$ cat config.mk
export PLATFORM = sky130hd
export DESIGN_NAME = lsu_tracker
export DESIGN_NICKNAME = d
export VERILOG_FILES = /design/src/rtl/lsu_trk_pkg.sv /design/src/rtl/lsu_trk_lanes.sv /design/src/rtl/lsu_trk_table.sv /design/src/rtl/lsu_trk_retire.sv /design/src/rtl/lsu_tracker.sv
export SDC_FILE = /design/constraint.sdc
export NUM_CORES = 1
export LEC_CHECK = 0
export ABC_AREA = 1
export ABC_CLOCK_PERIOD_IN_PS = 5130
export BUFFER_PORTS_ARGS = -buffer_cell sky130_fd_sc_hd__buf_2
export CAP_MARGIN = 20
export CORE_MARGIN = 1
export CORE_UTILIZATION = 51
export DETAILED_ROUTE_END_ITERATION = 6
export PLACE_DENSITY = 0.79
export SLEW_MARGIN = 20
export SYNTH_ARGS = -nofsm -noshare
export SYNTH_HDL_FRONTEND = slang
export SYNTH_SLANG_ARGS = --single-unit
$ cat constraint.sdc
create_clock -name clk -period 5.13 [get_ports clk]
set_clock_uncertainty 0.15 [all_clocks]
set_input_delay 0.513 -clock clk [delete_from_list [all_inputs] [get_ports clk]]
set_output_delay 0.513 -clock clk [all_outputs]
set_load 0.01 [all_outputs]
$ cat src/rtl/lsu_trk_pkg.sv
// Package: shared operation codes for the load-store request tracker.
// Assumes a 2-bit op field on the issue interface; code 3 is not used.
package lsu_trk_pkg;
    typedef enum logic [1:0] {
        LSU_OP_LOAD  = 2'd0,
        LSU_OP_STORE = 2'd1,
        LSU_OP_FENCE = 2'd2
    } lsu_op_e;
endpackage

$ cat src/rtl/lsu_trk_lanes.sv
// Module: lsu_trk_lanes
// Picks the lane-group slice of the thread mask and zeroes the address of
// every inactive lane. Purely combinational; assumes grp < GROUPS.
module lsu_trk_lanes #(
    parameter int LANES  = 4,
    parameter int GROUPS = 2,
    parameter int ADDR_W = 16,
    localparam int THREADS = LANES * GROUPS,
    localparam int GRP_W   = (GROUPS > 1) ? $clog2(GROUPS) : 1
) (
    input  logic [THREADS-1:0]      tmask,
    input  logic [GRP_W-1:0]        grp,
    input  logic [LANES*ADDR_W-1:0] addr_in,
    output logic [LANES-1:0]        lanes,
    output logic [LANES*ADDR_W-1:0] addr_out
);
    // Slice of the thread mask for the selected group
    assign lanes = tmask[int'(grp)*LANES +: LANES];

    for (genvar l = 0; l < LANES; l++) begin : g_lane
        // Address passes only for an active lane
        assign addr_out[l*ADDR_W +: ADDR_W] =
            lanes[l] ? addr_in[l*ADDR_W +: ADDR_W] : '0;
    end
endmodule

$ cat src/rtl/lsu_trk_table.sv
// Module: lsu_trk_table
// Pending-read table. Each entry holds the owner warp id and the lanes still
// outstanding. A response is applied before allocation in the same cycle, so
// a tag freed by a response can be reused at once. The allocator picks the
// lowest free index. Full and empty flags are registered.
module lsu_trk_table #(
    parameter int LANES = 4,
    parameter int TAG_W = 2,
    parameter int WID_W = 3,
    localparam int TAGS = 1 << TAG_W
) (
    input  logic             clk,
    input  logic             rst_n,
    input  logic             rsp_valid,
    input  logic [TAG_W-1:0] rsp_tag,
    input  logic [LANES-1:0] rsp_mask,
    input  logic             alloc_en,
    input  logic [LANES-1:0] alloc_mask,
    input  logic [WID_W-1:0] alloc_wid,
    output logic             rsp_ok,
    output logic             rsp_bad,
    output logic             rsp_retire,
    output logic [WID_W-1:0] rsp_wid,
    output logic             free_any,
    output logic [TAG_W-1:0] alloc_tag,
    output logic             full_q,
    output logic             empty_q
);
    logic [TAGS-1:0]  valid_q;
    logic [LANES-1:0] rem_q [TAGS];
    logic [WID_W-1:0] wid_q [TAGS];
    logic [TAGS-1:0]  valid_rel;
    logic [TAGS-1:0]  valid_next;
    logic [LANES-1:0] sel_rem;

    // Classify the incoming response against the addressed entry
    always_comb begin
        sel_rem    = rem_q[rsp_tag];
        rsp_bad    = rsp_valid && (!valid_q[rsp_tag] || ((rsp_mask & ~sel_rem) != '0));
        rsp_ok     = rsp_valid && !rsp_bad;
        rsp_retire = rsp_ok && ((sel_rem & ~rsp_mask) == '0);
        rsp_wid    = wid_q[rsp_tag];
    end

    // Release the retiring tag, then find the lowest free entry
    always_comb begin
        valid_rel = valid_q;
        if (rsp_retire) valid_rel[rsp_tag] = 1'b0;
        alloc_tag = '0;
        free_any  = 1'b0;
        for (int i = TAGS - 1; i >= 0; i--) begin
            if (!valid_rel[i]) begin
                alloc_tag = TAG_W'(i);
                free_any  = 1'b1;
            end
        end
        valid_next = valid_rel;
        if (alloc_en) valid_next[alloc_tag] = 1'b1;
    end

    // Occupancy bits and registered flags
    always_ff @(posedge clk) begin
        if (!rst_n) begin
            valid_q <= '0;
            full_q  <= 1'b0;
            empty_q <= 1'b1;
        end else begin
            valid_q <= valid_next;
            full_q  <= &valid_next;
            empty_q <= ~|valid_next;
        end
    end

    // Entry contents: allocation wins over a partial clear of the same index
    always_ff @(posedge clk) begin
        if (!rst_n) begin
            for (int i = 0; i < TAGS; i++) begin
                rem_q[i] <= '0;
                wid_q[i] <= '0;
            end
        end else begin
            for (int i = 0; i < TAGS; i++) begin
                if (alloc_en && alloc_tag == TAG_W'(i)) begin
                    rem_q[i] <= alloc_mask;
                    wid_q[i] <= alloc_wid;
                end else if (rsp_ok && rsp_tag == TAG_W'(i)) begin
                    rem_q[i] <= rem_q[i] & ~rsp_mask;
                end
            end
        end
    end
endmodule

$ cat src/rtl/lsu_trk_retire.sv
// Module: lsu_trk_retire
// Merges the three completion sources onto one registered output.
// Response-side completions win, then stores, then fences. The top module
// guarantees that at most one source is active in a cycle.
module lsu_trk_retire #(
    parameter int WID_W = 3
) (
    input  logic             clk,
    input  logic             rst_n,
    input  logic             ld_done,
    input  logic [WID_W-1:0] ld_wid,
    input  logic             st_done,
    input  logic [WID_W-1:0] st_wid,
    input  logic             fn_done,
    input  logic [WID_W-1:0] fn_wid,
    output logic             cpl_valid,
    output logic [WID_W-1:0] cpl_wid
);
    // Register the highest-priority completion
    always_ff @(posedge clk) begin
        if (!rst_n) begin
            cpl_valid <= 1'b0;
            cpl_wid   <= '0;
        end else begin
            cpl_valid <= ld_done || st_done || fn_done;
            if (ld_done)      cpl_wid <= ld_wid;
            else if (st_done) cpl_wid <= st_wid;
            else if (fn_done) cpl_wid <= fn_wid;
        end
    end
endmodule

$ cat src/rtl/lsu_tracker.sv
// Module: lsu_tracker (top)
// Accepts loads, stores and fences. It builds one lane-masked memory request
// per load or store, tracks loads in a tag table until all lanes return, and
// holds issue behind a fence until the table drains. Assumes every load has
// at least one active lane in its group and that op code 3 is never offered.
module lsu_tracker
    import lsu_trk_pkg::*;
#(
    parameter int LANES  = 4,
    parameter int GROUPS = 2,
    parameter int ADDR_W = 16,
    parameter int TAG_W  = 2,
    parameter int WID_W  = 3,
    parameter int LAT_W  = 32,
    localparam int THREADS = LANES * GROUPS,
    localparam int GRP_W   = (GROUPS > 1) ? $clog2(GROUPS) : 1,
    localparam int TAGS    = 1 << TAG_W,
    localparam int PEND_W  = $clog2(TAGS * LANES + 1)
) (
    input  logic                    clk,
    input  logic                    rst_n,
    input  logic                    iss_valid,
    output logic                    iss_ready,
    input  logic [1:0]              iss_op,
    input  logic [WID_W-1:0]        iss_wid,
    input  logic [THREADS-1:0]      iss_tmask,
    input  logic [GRP_W-1:0]        iss_grp,
    input  logic [LANES*ADDR_W-1:0] iss_addr,
    output logic                    mreq_valid,
    output logic                    mreq_write,
    output logic [TAG_W-1:0]        mreq_tag,
    output logic [LANES-1:0]        mreq_mask,
    output logic [LANES*ADDR_W-1:0] mreq_addr,
    input  logic                    mrsp_valid,
    input  logic [TAG_W-1:0]        mrsp_tag,
    input  logic [LANES-1:0]        mrsp_mask,
    output logic                    cpl_valid,
    output logic [WID_W-1:0]        cpl_wid,
    output logic                    rsp_err,
    output logic                    tbl_full,
    output logic                    tbl_empty,
    output logic [PEND_W-1:0]       pend_lanes,
    output logic [LAT_W-1:0]        lat_acc
);
    lsu_op_e                 op;
    logic [LANES-1:0]        lanes;
    logic [LANES*ADDR_W-1:0] lane_addr;
    logic                    rsp_ok, rsp_bad, rsp_retire, free_any;
    logic [WID_W-1:0]        rsp_wid;
    logic [TAG_W-1:0]        alloc_tag;
    logic                    fire, ld_fire, st_fire, fn_fire, fn_done;
    logic                    lock_q;
    logic [WID_W-1:0]        fence_wid_q;

    assign op = lsu_op_e'(iss_op);

    lsu_trk_lanes #(.LANES(LANES), .GROUPS(GROUPS), .ADDR_W(ADDR_W)) u_lanes (
        .tmask    (iss_tmask),
        .grp      (iss_grp),
        .addr_in  (iss_addr),
        .lanes    (lanes),
        .addr_out (lane_addr)
    );

    lsu_trk_table #(.LANES(LANES), .TAG_W(TAG_W), .WID_W(WID_W)) u_table (
        .clk        (clk),
        .rst_n      (rst_n),
        .rsp_valid  (mrsp_valid),
        .rsp_tag    (mrsp_tag),
        .rsp_mask   (mrsp_mask),
        .alloc_en   (ld_fire),
        .alloc_mask (lanes),
        .alloc_wid  (iss_wid),
        .rsp_ok     (rsp_ok),
        .rsp_bad    (rsp_bad),
        .rsp_retire (rsp_retire),
        .rsp_wid    (rsp_wid),
        .free_any   (free_any),
        .alloc_tag  (alloc_tag),
        .full_q     (tbl_full),
        .empty_q    (tbl_empty)
    );

    // Acceptance rule per op; a store yields to a retiring response
    always_comb begin
        unique case (op)
            LSU_OP_LOAD:  iss_ready = !lock_q && free_any;
            LSU_OP_STORE: iss_ready = !lock_q && !rsp_retire;
            LSU_OP_FENCE: iss_ready = !lock_q;
            default:      iss_ready = 1'b0;
        endcase
    end

    assign fire    = iss_valid && iss_ready;
    assign ld_fire = fire && (op == LSU_OP_LOAD);
    assign st_fire = fire && (op == LSU_OP_STORE);
    assign fn_fire = fire && (op == LSU_OP_FENCE);
    assign fn_done = lock_q && tbl_empty;

    // Fence lock: set on accept, cleared when the drained fence retires
    always_ff @(posedge clk) begin
        if (!rst_n) begin
            lock_q      <= 1'b0;
            fence_wid_q <= '0;
        end else if (fn_done) begin
            lock_q <= 1'b0;
        end else if (fn_fire) begin
            lock_q      <= 1'b1;
            fence_wid_q <= iss_wid;
        end
    end

    // Memory request register
    always_ff @(posedge clk) begin
        if (!rst_n) begin
            mreq_valid <= 1'b0;
            mreq_write <= 1'b0;
            mreq_tag   <= '0;
            mreq_mask  <= '0;
            mreq_addr  <= '0;
        end else begin
            mreq_valid <= ld_fire || st_fire;
            if (ld_fire || st_fire) begin
                mreq_write <= st_fire;
                mreq_tag   <= ld_fire ? alloc_tag : '0;
                mreq_mask  <= lanes;
                mreq_addr  <= lane_addr;
            end
        end
    end

    // Outstanding-lane count, latency total and error pulse
    always_ff @(posedge clk) begin
        if (!rst_n) begin
            pend_lanes <= '0;
            lat_acc    <= '0;
            rsp_err    <= 1'b0;
        end else begin
            pend_lanes <= pend_lanes
                        + (ld_fire ? PEND_W'($countones(lanes)) : '0)
                        - (rsp_ok ? PEND_W'($countones(mrsp_mask)) : '0);
            lat_acc    <= lat_acc + LAT_W'(pend_lanes);
            rsp_err    <= rsp_bad;
        end
    end

    lsu_trk_retire #(.WID_W(WID_W)) u_retire (
        .clk       (clk),
        .rst_n     (rst_n),
        .ld_done   (rsp_retire),
        .ld_wid    (rsp_wid),
        .st_done   (st_fire),
        .st_wid    (iss_wid),
        .fn_done   (fn_done),
        .fn_wid    (fence_wid_q),
        .cpl_valid (cpl_valid),
        .cpl_wid   (cpl_wid)
    );
endmodule

* Word-level counts from Yosys, hierarchy flattened
Memories as Yosys holds them, arrays and structs flattened.
Cells that the tools add are included.
** Cells by class
- Shift-type cells :: 1
- Equality and inequality tests :: 8
- Bitwise operators :: 25
- Magnitude comparators :: 4
- Add/sub/neg operators :: 9
- Muxes and demuxes :: 68
- Reduce and logical (&&, ||, !) cells :: 39
** Operators by type and width (count)
- $mux 16 :: 4
- $mux 4 :: 10
- $mux 1 :: 36
- $add 32x5->32 :: 1
- $and 4x4->4 :: 7
- $mux 3 :: 9
- $logic_and 1x1->1 :: 20
- $not 4->4 :: 3
- $or 1x1->1 :: 12
- $eq 2x2->1 const B :: 5
- $mux 2 :: 5
- $add 1x1->2 :: 4
- $shiftx 8x4->4 :: 1
- $add 2x2->3 :: 2
- $eq 2x1->1 const B :: 3
- $logic_not 2->1 :: 3
- $lt 2x3->1 const B :: 2
- $add 5x3->5 :: 1
- $logic_not 1->1 :: 5
- $sub 5x3->5 :: 1
- $demux 1 s2 :: 2
- $ge 2x1->1 const B :: 2
- $logic_not 4->1 :: 1
- $logic_or 1x1->1 :: 4
- 10 further kinds :: 11
** Word-level totals
- Memories :: 2
- Bits in registers :: 124
- Word-level logic and storage cells :: 171
- Bits of input ports :: 88
- Output and inout bits :: 117
- Bits in writable memories :: 28
** Memories
- u_table.rem_q :: depth 4, bits a word 4, read ports 5, clocked after memory_dff 0, write ports 4, line lsu_trk_table.sv:30 : logic [LANES-1:0] rem_q [TAGS];
- u_table.wid_q :: depth 4, bits a word 3, read ports 1, clocked after memory_dff 0, write ports 4, line lsu_trk_table.sv:31 : logic [WID_W-1:0] wid_q [TAGS];

* Longest topological paths before layout
An unclocked memory read counts as a cell.
- Depth in word-level cells :: 24
- Depth in mapped cells :: 24
- Gate-level depth less buffers :: 24

* Modules after synthesis
From an unflattened synthesis, not the netlist that was laid out.
** Unflattened totals
- Cells, all modules :: 1183
- Area total of the unflattened synthesis :: 8315.5 µm²
** By module, submodules not included
- lsu_tracker :: sequential area each 2282.2 µm², area each 5126.2 µm², instances 1, cells an instance 702
- lsu_trk_table :: sequential area each 960.9 µm², area each 2193.4 µm², instances 1, cells an instance 280
- lsu_trk_lanes :: sequential area each 0.0 µm², area each 739.5 µm², instances 1, cells an instance 157
- lsu_trk_retire :: sequential area each 80.1 µm², area each 256.5 µm², instances 1, cells an instance 44

* Worst setup path after synthesis
No wires, ideal clock.
- Path type :: input-to-reg
- Start point :: input port iss_grp
- End point :: register pend_lanes[4]
- Buffers on the path :: 0
- Setup time :: 122 ps
- Data required time :: 4858 ps
- Data arrival time :: 3596 ps
- Stages on the path :: 12
- Setup slack :: 1262 ps
- Path through :: o21ai_0 inv_1 fa_1 ha_1 ha_1 nand2_1 fa_1 fa_1 o21ai_0 a21oi_1 o21ai_0 a21oi_1
** On the way
- Word-level cells in the longest chain between the ends :: 6
- Elaborated cells on any way between the ends :: 7
- Those cells by class :: add/sub (5); shift (1); mux (1)
** Ends and longest elaborated chain
- start: declaration :: line lsu_tracker.sv:27 : input logic [GRP_W-1:0] iss_grp,
- $shiftx 8x4->4 :: line lsu_trk_lanes.sv:18 : assign lanes = tmask[int'(grp)*LANES +: LANES];
- named net lanes[1] :: line lsu_tracker.sv:46 : logic [LANES-1:0] lanes;
- $add 1x1->2 (implied by the code) :: line lsu_tracker.sv:140 : + (ld_fire ? PEND_W'($countones(lanes)) : '0)
- $add 2x2->3 (implied by the code) :: line lsu_tracker.sv:140
- $mux 3 :: line lsu_tracker.sv:140
- $add 5x3->5 :: line lsu_tracker.sv:140
- $sub 5x3->5 :: line lsu_tracker.sv:141 : - (rsp_ok ? PEND_W'($countones(mrsp_mask)) : '0);
- end signal: assignment :: line lsu_tracker.sv:139 : pend_lanes <= pend_lanes
- end: declaration :: line lsu_tracker.sv:42 : output logic [PEND_W-1:0] pend_lanes,
The timed path passes the listed nets, and every way through them passes these cells.
A chain may end at the register's enable or synchronous reset.

* Worst setup path in the final report
- Start point :: input port mrsp_tag[0]
- End point :: register pend_lanes[4]
** On the way
- Word-level cells in the longest chain between the ends :: 21
- Elaborated cells on any way between the ends :: 36
- Those cells by class :: add/sub (2); order compare (2); mux (12); bitwise (5); reduce/logical (14); memory (1)
** Ends and longest elaborated chain
- start: declaration :: line lsu_tracker.sv:35 : input logic [TAG_W-1:0] mrsp_tag,
- $mem_v2 4x4
- $not 4->4 :: line lsu_trk_table.sv:39 : rsp_bad = rsp_valid && (!valid_q[rsp_tag] || ((rsp_mask & ~sel_rem) != '0));
- $and 4x4->4 :: line lsu_trk_table.sv:39
- $reduce_bool 4->1 :: line lsu_trk_table.sv:39
- $logic_or 1x1->1 :: line lsu_trk_table.sv:39
- $logic_and 1x1->1 :: line lsu_trk_table.sv:39
- $logic_not 1->1 :: line lsu_trk_table.sv:40 : rsp_ok = rsp_valid && !rsp_bad;
- $logic_and 1x1->1 :: line lsu_trk_table.sv:40
- (+2 left out)
- $mux 1 (4 in series) :: line lsu_trk_table.sv:52 : if (!valid_rel[i]) begin
- $logic_and 1x1->1 :: line lsu_tracker.sv:87 : LSU_OP_LOAD: iss_ready = !lock_q && free_any;
- $pmux 1 s3 :: line lsu_tracker.sv:86 : unique case (op)
- $logic_and 1x1->1 :: line lsu_tracker.sv:94 : assign fire = iss_valid && iss_ready;
- $logic_and 1x1->1 :: line lsu_tracker.sv:95 : assign ld_fire = fire && (op == LSU_OP_LOAD);
- $mux 3 :: line lsu_tracker.sv:140
- $add 5x3->5 :: line lsu_tracker.sv:140
- $sub 5x3->5 (*) :: line lsu_tracker.sv:141
Mark *: on every way between the ends. The rest lies on a longest branch, timed or not. The select of a mux whose other input is x is not followed.

==> run_results.csv <==
group,metric,value,unit
sta,setup_viol,0,
clock_network,cts_buffers,17,
synth,yosysSeqAreaShare,0.473,
synth,avgSynthCellArea,7.53,µm²
synth,yosys_most_used_dff,"dfxtp_1",
run_status,status,"finished, final reports clean",
layout,fin_cells,1321,
drt,detail-route-antenna-nets,0,
place,dp.cells,1289,
grt,grt_first_pass_wirelength,29200,µm
drt,wl_per_cell,13.8,µm
drt,routed_via_density,5.11,
synth,yosysWarnings,0,
synth,ys_types,38,
place,portBuffers,204,
synth,yosysTopAreaCellShare,0.354,
sta,timing.hold.ws,186,ps
clock_network,cts_root_buf,"clkbuf_16",
synth,ys_ff_latch,152,
place,dpl-instance-area,8150,µm²
pwr,finalPower,0.00282,W
clock_network,clk_pin_slew,60,ps
floorplan,die-area,14200,µm²
place,globalplace.congestion,0.904,
critical_path,critPathTopFamily,"simple AND/OR/NAND/NOR gates",
sta,slew_headroom,0.305,
synth,synth_compound_area_frac,0.112,
floorplan,initial_core_util,0.526,
drt,route.detailed.drc,0,
clock_network,ctsHtreeMaxLevel,4,
critical_path,crit_start,"mrsp_tag[0]",
critical_path,max_stage_delay,510,ps
synth,synth_top_area_cell,"dfxtp_1",
critical_path,end_kind,"flop",
synth,synth-edff-count,28,
layout,fin_area,8700,µm²
sta,final-max-slew-violation-count,0,
grt,track_usage,0.259,
grt,grt_antenna_before_repair,0,
pwr,p_clk_frac,0.409,
floorplan,die_x,119,µm
synth,synth-simple-area-share,0.298,
sta,tightest_slew,1040,ps
sta,fin_crit,3950,ps
layout,antennaDiodeCount,0,
sta,max_freq,253,MHz
sta,hold_viol,0,
drt,wl,18300,µm
synth,synth_common_cells,"nand2_1, dfxtp_1, a21oi_1, inv_1, nor2_1",
pwr,internal_power,0.00208,W
critical_path,slowest_stage,"fa_1",
hold_path,hp-start,"iss_addr[16]",
drt,first_iter_violations,579,
floorplan,die-height,119,µm
floorplan,core,13300,µm²
critical_path,worstSetupPathType,"input pin to flop",
pwr,p_seq_frac,0.462,
clock_network,cts_tree,"built",
synth,async_reset_ff_frac,0,
sta,period_share,0.770,
clock_network,clk_latency,420,ps
synth,synth_most_common_cell,"nand2_1",
pwr,p_switching,0.000740,W
critical_path,crit_chain,"buf_2 -> inv_2 -> nand2_1 -> nand2_1 -> nand2_1 -> nand2_1 -> nand2_1 -> nand2_1 -> nor2_1 -> nand4_1 -> nand2_1 -> nor2_1 -> nand3_2 -> nand3_2 -> nor2_2 -> nand2_1 -> fa_1 -> fa_1 -> o21ai_0 -> a21oi_1 -> o21ai_0 -> a21oi_1",
grt,grt.overflow.total,0,
floorplan,io_pins,205,
layout,layout.nets,1240,
pwr,vdd_drop_max,0.000281,V
critical_path,required,5290,ps
sta,finalSetupTns,0,ps
sta,rsz0062_at_grt,"false",
synth,synth-xor-area-share,0.00499,
critical_path,timing.rr.start,"u_table.rem_q[3][1]",
synth,synthAdderAreaFrac,0.0421,
grt,grt_pass1_vias,6068,
run,cap_viol_max_count,0,
critical_path,crit_top_cell,"nand2_1",
pwr,powerDensity,325,nW/µm²
synth,synth_top_family_by_area,"simple AND/OR/NAND/NOR gates",
hold_path,hold_class,"input pin to flop",
clock_network,cts_hold_buf,0,
synth,syn_inst,932,
synth,syn_nets,1040,
pwr,p_comb_frac,0.128,
critical_path,crit_arrival,4110,ps
critical_path,cp_num_buf_inv,2,
synth,muxShareOfSynthArea,0,
drt,vias,6750,
drt,dr.pass1.iters,5,
clock_network,cts_post_setup_buffers_inserted,0,
critical_path,cp-start-kind,"input pin",
synth,yosys-top-cells-area,"dfxtp_1, nand2_1, edfxtp_1",
pwr,switching_share,0.262,
clock_network,clockBufferDepth,2,
synth,syn_area,7020,µm²
floorplan,rows,42,
pwr,power_leakage,4.09,nW
layout,syn_to_final_growth,24.0,%
clock_network,postCtsResizedCells,0,
clock_network,cts_sinks,152,
grt,grt_max_degree,100,
layout,post_route_cells_drive_above_1_share,0.231,
place,place_hpwl,13400,µm
critical_path,worstPathMaxFanout,14,
==> stage by stage <==
| step | worst slack (ps) | utilization |
|---|---|---|
| detailed placement | 791 | 0.611 |
| floorplan | 1260 | - |
| CTS | 1230 | 0.652 |
| global placement | 944 | 0.611 |
| global route | 881 | 0.652 |
| finish | 1180 | 0.652 |
==> kinds of logic after synthesis <==
kind of cell / Yosys count
simple gates: 487
flops: 152
compound gates: 150
buf+inv: 119
fa+ha+maj: 20
xor+xnor: 4
==> cells in the final DEF (no fill, tap or decap), types with 5 or more instances in the layout <==
cell,count
nor2_1,81
o21ai_0,32
nand3b_1,8
nor3_1,17
nand3_1,21
buf_2,204
fa_1,6
a21oi_1,104
or2_2,5
inv_1,87
nand2_1,311
dfxtp_1,124
edfxtp_1,28
nand4_1,18
nor3b_1,5
ha_1,14
clkbuf_16,17
==> per-layer routing <==
layer / vias to the layer above / global-route usage / wire, µm
met5: - / 0 / 0
li1: 3413 / - / -
met3: 31 / 0.0599 / 1060
met4: 0 / 0.0844 / 408
met1: 3075 / 0.334 / 8140
met2: 231 / 0.426 / 8680
==> worst paths after layout <==
kind / end / slack (ps) / cells past startpoint
worst min-delay path: mreq_addr[16] / 190 / 3
worst max-delay path: pend_lanes[4] / 1180 / 22
worst max register to register: pend_lanes[4] / 1250 / 20
worst min register to register: u_retire.cpl_wid[0] / 300 / 2
==> sequential cells by signal (all words and copies together), names as in the netlist, 4 cells and up <==
| signal | cells |
|---|---|
| mreq_addr | 64 |
| pend_lanes | 5 |
| u_table.rem_q | 16 |
| mreq_mask | 4 |
| u_table.valid_q | 4 |
| lat_acc | 32 |
| u_table.wid_q | 12 |
==> cell type report <==
cell class              instances  area (µm²)
inverters                      92         347
well taps                     176         220
multi-input cells             661        3210
clock buffers                  21         450
clock inverters                11        98.8
repair buffers                208        1050
flip-flops and latches        152        3320
fillers                      1194        4640
==> power groups by stage <==
stage	clock (W)	combinational, W	sequential [W]
finish	0.00116	0.000362	0.00131
global route	0.00122	0.000411	0.00131
CTS	0.00117	0.000364	0.00131
detailed placement	0	0.000361	0.00133
global placement	0	0.000355	0.00133
floorplan	0	0.000208	0.00134
==> worst min-delay path, cell delays in order <==
cell and delay (ps):
buf_2 100, nand2_1 50, a21oi_1 50
(Power assumes the default switching activity.)
